===== src/rtl/rtc_time_seq.sv =====
module rtc_time_seq #(
  parameter int CE_GAP    = 4,
  parameter int YEAR_BASE = 2000
) (
  input  logic        clk,
  input  logic        rst_n,
  input  logic        get_req,
  input  logic        set_req,
  input  logic [5:0]  set_sec,
  input  logic [5:0]  set_min,
  input  logic [4:0]  set_hour,
  input  logic [2:0]  set_wday,
  input  logic [4:0]  set_mday,
  input  logic [3:0]  set_mon,
  input  logic [11:0] set_year,
  output logic [5:0]  get_sec,
  output logic [5:0]  get_min,
  output logic [4:0]  get_hour,
  output logic [2:0]  get_wday,
  output logic [4:0]  get_mday,
  output logic [3:0]  get_mon,
  output logic [11:0] get_year,
  output logic        busy,
  output logic        done,
  output logic        spi_cs,
  output logic        spi_start,
  output logic [7:0]  spi_tx,
  input  logic        spi_done,
  input  logic [7:0]  spi_rx
);
  localparam int GW = $clog2(CE_GAP + 1);

  typedef enum logic [2:0] {S_IDLE, S_LOAD, S_WAIT, S_GAP, S_DONE} st_t;

  st_t          st;
  logic         op_rd;
  logic [1:0]   txn;
  logic [2:0]   idx;
  logic [GW-1:0] gcnt;
  logic [7:0]   raw [8];
  logic [7:0]   enc [8];

  function automatic logic [7:0] bcd2bin(input logic [7:0] b);
    return {4'd0, b[7:4]} * 8'd10 + {4'd0, b[3:0]};
  endfunction

  function automatic logic [7:0] bin2bcd(input logic [6:0] n);
    logic [6:0] t, u;
    t = n / 7'd10;
    u = n % 7'd10;
    return {t[3:0], u[3:0]};
  endfunction

  wire [2:0] last_idx = (op_rd || txn == 2'd1) ? 3'd7 : 3'd1;
  wire [1:0] last_txn = op_rd ? 2'd0 : 2'd2;

  always_ff @(posedge clk) begin
    if (!rst_n) begin
      st     <= S_IDLE;
      op_rd  <= 1'b0;
      txn    <= '0;
      idx    <= '0;
      gcnt   <= '0;
      spi_cs <= 1'b0;
      for (int i = 0; i < 8; i++) begin
        raw[i] <= (i >= 3 && i <= 5) ? 8'h01 : 8'h00;
        enc[i] <= 8'h00;
      end
    end else begin
      case (st)
        S_IDLE: if (get_req || set_req) begin
          op_rd  <= get_req;
          txn    <= '0;
          idx    <= '0;
          spi_cs <= 1'b1;
          st     <= S_LOAD;
          if (!get_req) begin
            enc[0] <= bin2bcd(7'(set_sec));
            enc[1] <= bin2bcd(7'(set_min));
            enc[2] <= bin2bcd(7'(set_hour));
            enc[3] <= bin2bcd(7'(set_wday) + 7'd1);
            enc[4] <= bin2bcd(7'(set_mday));
            enc[5] <= bin2bcd(7'(set_mon));
            enc[6] <= bin2bcd(7'(set_year - 12'(YEAR_BASE)));
          end
        end
        S_LOAD: st <= S_WAIT;
        S_WAIT: if (spi_done) begin
          if (op_rd && idx != 3'd0) raw[idx - 3'd1] <= spi_rx;
          if (idx == last_idx) begin
            spi_cs <= 1'b0;
            gcnt   <= '0;
            st     <= S_GAP;
          end else begin
            idx <= idx + 3'd1;
            st  <= S_LOAD;
          end
        end
        S_GAP: if (gcnt == GW'(CE_GAP - 1)) begin
          if (txn == last_txn) st <= S_DONE;
          else begin
            txn    <= txn + 2'd1;
            idx    <= '0;
            spi_cs <= 1'b1;
            st     <= S_LOAD;
          end
        end else gcnt <= gcnt + 1'b1;
        default: st <= S_IDLE;
      endcase
    end
  end

  always_comb begin
    if (op_rd) spi_tx = 8'h00;
    else if (txn == 2'd1) spi_tx = (idx == 3'd0) ? 8'h80 : enc[idx - 3'd1];
    else if (idx == 3'd0) spi_tx = 8'h8F;
    else spi_tx = (txn == 2'd0) ? 8'h00 : 8'h40;
  end

  assign spi_start = (st == S_LOAD);
  assign busy      = (st != S_IDLE);
  assign done      = (st == S_DONE);

  logic [7:0] h12, h24, hsel;
  assign h12 = bcd2bin({3'b0, raw[2][4:0]});
  assign h24 = bcd2bin({2'b0, raw[2][5:0]});
  always_comb begin
    if (!raw[2][6])     hsel = h24;
    else if (h12 == 8'd12) hsel = raw[2][5] ? 8'd12 : 8'd0;
    else                hsel = raw[2][5] ? h12 + 8'd12 : h12;
  end

  assign get_sec  = 6'(bcd2bin({1'b0, raw[0][6:0]}));
  assign get_min  = 6'(bcd2bin({1'b0, raw[1][6:0]}));
  assign get_hour = hsel[4:0];
  assign get_wday = raw[3][2:0] - 3'd1;
  assign get_mday = 5'(bcd2bin({2'b0, raw[4][5:0]}));
  assign get_mon  = 4'(bcd2bin({3'b0, raw[5][4:0]}));
  assign get_year = 12'(YEAR_BASE) + {4'd0, bcd2bin(raw[6])};
endmodule


===== config.mk =====
export PLATFORM = sky130hd
export DESIGN_NAME = rtc_time_seq
export DESIGN_NICKNAME = d
export VERILOG_FILES = /design/src/rtl/rtc_time_seq.sv
export SDC_FILE = /design/constraint.sdc
export NUM_CORES = 1
export LEC_CHECK = 0
export ABC_AREA = 0
export CORE_MARGIN = 2
export CORE_UTILIZATION = 55
export CTS_CLUSTER_DIAMETER = 80
export DETAILED_ROUTE_END_ITERATION = 7
export PLACE_DENSITY = 0.81
export SETUP_SLACK_MARGIN = 0.4
export SLEW_MARGIN = 5
export SYNTH_ARGS = -nofsm -noshare
export SYNTH_HDL_FRONTEND = slang
export SYNTH_SLANG_ARGS = --single-unit

===== constraint.sdc =====
create_clock -name clk -period 3.6 [get_ports clk]
set_input_delay 0.72 -clock clk [delete_from_list [all_inputs] [get_ports clk]]
set_output_delay 0.72 -clock clk [all_outputs]
set_load 0.01 [all_outputs]

Yosys cells after proc, flatten, opt, wreduce, memory -nomap -nowiden
Memory sizes are Yosys's and may differ from the RTL's. Cells that the tools add are included.

Register bits after elaboration: 13. Memory bits (writable): 128. Word-level logic and storage cells: 144. Memories kept: 2.

Add/subtract/negate cells: 16. $mul: 7. Div/mod/pow operators: 14. Equality and inequality tests: 16. Multiplexer cells: 58. Bitwise gates (word level): 7. Reduce and logical (&&, ||, !) cells: 18.

Memories: enc (words 8, width 8, read ports 1, clocked after memory_dff 0, write ports 8, RTL line 41) `logic [7:0] enc [8];`; raw (words 8, width 8, read ports 7, clocked after memory_dff 0, write ports 8, RTL line 40) `logic [7:0] raw [8];`.

Operators with widths (count): 8-bit two-way mux (12); 3-bit two-way mux (14); 1-bit two-way mux (17); 5-bit two-way mux (3); 5-bit by 4-bit divider with 7-bit output (second input constant) (2); 6-bit by 4-bit divider with 7-bit output (second input constant) (2); 7-bit by 4-bit divider with 7-bit output (second input constant) (2); 5-bit by 4-bit remainder unit with 7-bit output (second input constant) (2); 6-bit by 4-bit remainder unit with 7-bit output (second input constant) (2); 7-bit by 4-bit remainder unit with 7-bit output (second input constant) (2); 2-bit != test (second input constant) (7); 11-bit by 8-bit adder with 12-bit output (first input constant) (1); 6-bit by 4-bit adder with 6-bit output (2); 3-bit case mux with 4 select lines (1); 6-bit AND reduction (2); 5-bit by 4-bit adder with 5-bit output (2); 3-bit by 3-bit multiplier with 5-bit output (second input constant) (2); 2-bit two-way mux (5); 3-bit by 2-bit == test with 1-bit output (second input constant) (3); 3-bit case mux with 3 select lines (1); 3-bit nonzero test (3); 8-bit by 4-bit adder with 8-bit output (1); 2-bit by 3-bit multiplier with 4-bit output (second input constant) (2); 4-bit AND reduction (2); 33 further kinds (44).

Logic depth before layout (Yosys ltp)
Word-level depth: 9. Mapped depth: 13.

Least setup slack after synthesis
OpenSTA, ideal clock, no wires.

Path kind: input port to flip-flop. From: input port set_year[4]. To: memory enc[6][1] (data pin). Setup time: 267 ps. Data arrival time: 2982 ps. Path slack: 351 ps. Stages: 13. Path buffers: 1. Path through: clkbuf_8 inv_1 ha_1 or2b_2 mux2_4 and3_4 o21ai_0 ha_1 nor2_1 o21ai_0 mux2i_1 a211oi_2 mux2i_1.

RTL lines: from (decl) (RTL line 15) `input logic [11:0] set_year,`; to (decl) (RTL line 41).

==> run_results.csv <==
group,metric,value,unit
outcome,status,"completed",
timing,slew_headroom,57.3,%
logic_synthesis,synthArstFlopShare,0,%
route,drtIter0Drc,511,
layout,instances_no_fill,1047,
pwr,p_leak,3.75,nW
clock_network,cts.sinks,100,
route,wl,17100,um
logic_synthesis,synthFlopType,"edfxtp_1",
setup_path,setup.worst_path.end_class,"output port",
clock_network,htreeDepth,3,
route,vias_per_cell,5.72,
logic_synthesis,ys_types,75,
setup_path,critPathLaunch,"raw[6][5]",
timing,hold_viol_final,0,
grt,gr-total-overflow,0,
setup_path,worstSetupPathType,"reg2out",
timing,rsz0062_at_grt,"yes",
floorplanning,floorplan.initialDensity,56.4,%
timing,final.setup.tns,0,ns
setup_path,reg2regPathDepth,6,
logic_synthesis,ys_seq_area_share,40.2,%
timing,max_freq,0.292,GHz
timing,setup_viol,0,
logic_synthesis,avgSynthCellArea,9.63,um2
timing,fin_crit_sh,95.1,%
placement,place_congestion,0.876,
hold_path,hold_depth,2,
grt,antenna_found_initial,1,
hold_path,hold_path_class,"reg2reg",
route,drtAntennaViolNets,0,
grt,grt_max_degree,43,
clock_network,clockBufferDepth,2,
clock_network,cts_tree,"done",
layout,num-nets-final,982,
timing,tightest_slew,0.640,ns
logic_synthesis,synth.net_count,855,
clock_network,clkTransAtPathRegs,0.07,ns
grt,grt_pass1_wl,27200,um
logic_synthesis,syn_area,0.00715,mm2
logic_synthesis,synth_edf_count,87,
logic_synthesis,yosys_warnings,0,
floorplanning,dieArea,0.0139,mm2
layout,multiInputGateArea,0.00413,mm2
layout,regArea,0.00287,mm2
layout,area_growth,28.3,%
hold_path,min_from,"gcnt[1]",
route,vias,5988,
clock_network,clk_latency,0.34,ns
route,wl_per_cell,16.4,um
floorplanning,dieHeight,118,um
layout,fillers,911,
layout,drive_gt1_share,18.3,%
clock_network,root_buffer,"clkbuf_16",
clock_network,cts_buffers,9,
route,dr.pass1.iters,5,
route,drc_errors,0,
floorplanning,rows,41,
timing,fin_crit,3.42,ns
placement,placed_cells,1009,
timing,skew,0.00521,ns
floorplanning,coreArea,0.0127,mm2
placement,port_buffers,101,
floorplanning,die_w,118,um
grt,grt_usage,23.9,%
pwr,p_per_area,373,mW/mm2
placement,dp_hpwl,12200,um
floorplanning,pin_count,107,
logic_synthesis,synthCells,742,
setup_path,r2r-start,"st[1]",
pwr,ir_drop,0.263,mV
logic_synthesis,synth-seq-cells,100,
grt,grt_pass1_vias,5701,
setup_path,start_kind,"flop",
setup_path,cp.arrival,2.70,ns
run,max_cap_viol_count,0,
setup_path,crit_fanout,3,
setup_path,required,2.88,ns
timing,drv_slew,0,
## flip-flops by register name, indices dropped and copies added (netlist names)
name and cells:
txn 2, enc 44, op_rd 1, st 3, idx 3, spi_cs 1
raw 43, gcnt 3
## worst max-delay path: stages, from the launching register on
cell	delay (ns)
edfxtp_1	0.39
ha_1	0.32
ha_2	0.20
fa_2	0.39
xnor2_2	0.18
and3_4	0.17
o21ai_4	0.15
nand2_1	0.08
ha_2	0.33
inv_2	0.04
buf_6	0.12
## synthesized netlist by cell type, drive strengths merged, types with 8 or more instances
| master | count | share of area (%) |
|---|---|---|
| nand2 | 40 | 2.1 |
| nor2 | 70 | 3.7 |
| mux2 | 8 | 1.3 |
| xor2 | 11 | 1.6 |
| nand2b | 14 | 1.2 |
| ha | 53 | 9.3 |
| and2 | 42 | 3.7 |
| nor3 | 16 | 1.1 |
| clkbuf | 27 | 1.6 |
| nor2b | 18 | 1.6 |
| mux2i | 16 | 2.2 |
| o21ai | 36 | 2.6 |
| nand3 | 16 | 1.1 |
| a21oi | 48 | 3.4 |
| inv | 65 | 3.4 |
| dfxtp | 13 | 3.6 |
| xnor2 | 29 | 3.6 |
| edfxtp | 87 | 37 |
| a31oi | 10 | 0.88 |
| buf | 10 | 1.0 |
| a21o | 8 | 0.84 |
## routing by layer
metal	vias up	global-route usage, %	wire length [um]
li1	2889	-	-
met1	2859	29.0	6990
met2	202	42.7	8920
met3	38	3.68	760
met4	0	8.73	476
met5	-	0	0
## cell type report
class                           instances  share of cell area, %
Clock buffer                            9                   2.46
Sequential cell                       100                   31.3
Tap cell                              172                   2.35
Clock inverter                          7                   1.24
Inverter                               65                   2.66
Antenna cell                            1                 0.0273
Timing Repair Buffer                  153                   15.0
Multi-Input combinational cell        540                   45.0
## layout by cell type (no fill, tap or decap), types with 5 or more instances in the layout
cell type,Yosys,layout
nand2_1,40,39
nand2b_1,14,13
a21oi_2,1,5
a211oi_1,5,5
clkdlybuf4s50_1,0,81
buf_6,1,6
mux2_2,7,7
dfxtp_1,13,12
xnor2_1,29,23
a21oi_1,47,42
ha_2,0,5
mux2i_1,16,16
buf_2,1,6
edfxtp_1,87,87
inv_1,65,60
ha_1,53,43
buf_4,7,47
a31oi_1,10,8
xnor2_2,0,5
nand3_1,16,15
fa_1,6,5
a21o_1,8,8
xor2_1,9,9
clkbuf_2,0,6
or2_2,6,6
nor4_1,5,5
nor2b_1,18,18
and2_1,42,42
inv_2,0,5
ha_4,0,5
clkbuf_16,0,9
nor2_1,70,69
nor3_1,16,15
o21ai_0,35,28
nand4_1,5,5
## metrics by stage
| stage | power, mW | setup WS [ns] | cell area (um2) | util (%) | hold slack [ns] |
|---|---|---|---|---|---|
| final | 3.42 | 0.176 | 9170 | 72.4 | 0.484 |
| after global routing | 3.57 | 0.0756 | 9170 | 72.4 | 0.519 |
| after CTS | 3.37 | 0.200 | 8980 | 70.9 | 0.490 |
| after detailed placement | 2.28 | -0.0755 | 8440 | 66.6 | 0.459 |
| after global placement | 2.25 | 0.0388 | 8440 | 66.6 | 0.445 |
| after floorplan | 1.94 | 0.428 | 7170 | - | 0.436 |
## power by group
| part | leakage, nW | switching (mW) | internal [mW] |
|---|---|---|---|
| clock | 0.170 | 0.412 | 0.678 |
| combinational | 2.58 | 0.476 | 0.447 |
| sequential | 1.00 | 0.0572 | 1.35 |
| total | 3.75 | 0.945 | 2.47 |
## timing repair
item | in CTS | in global routing
buffers inserted | 14 | 6
gates cloned | 1 | 0
pin swaps | 12 | 18
resized for setup | 76 | 46
hold buffers | 0 | 0
endpoints found under the setup margin | 21 | 29
## kinds of logic (layout without fill, tap and decap cells)
logic type	after synthesis	in the layout	share of synthesized area (%)
compound gates	154	154	14.0
xor+xnor	41	41	5.50
fa+ha+maj	60	60	11.1
buf+inv	102	234	6.04
flops	100	100	40.2
mux	27	27	4.50
other cells	0	1	0
simple gates	258	258	18.7
## final timing paths
path                      end  slack, ns
setup / recovery  get_year[7]       0.18
hold / removal        gcnt[1]       0.48
hold reg to reg       gcnt[1]       0.48
setup reg to reg    raw[5][2]       1.09
Note: power is estimated with default switching activity, not from simulation.
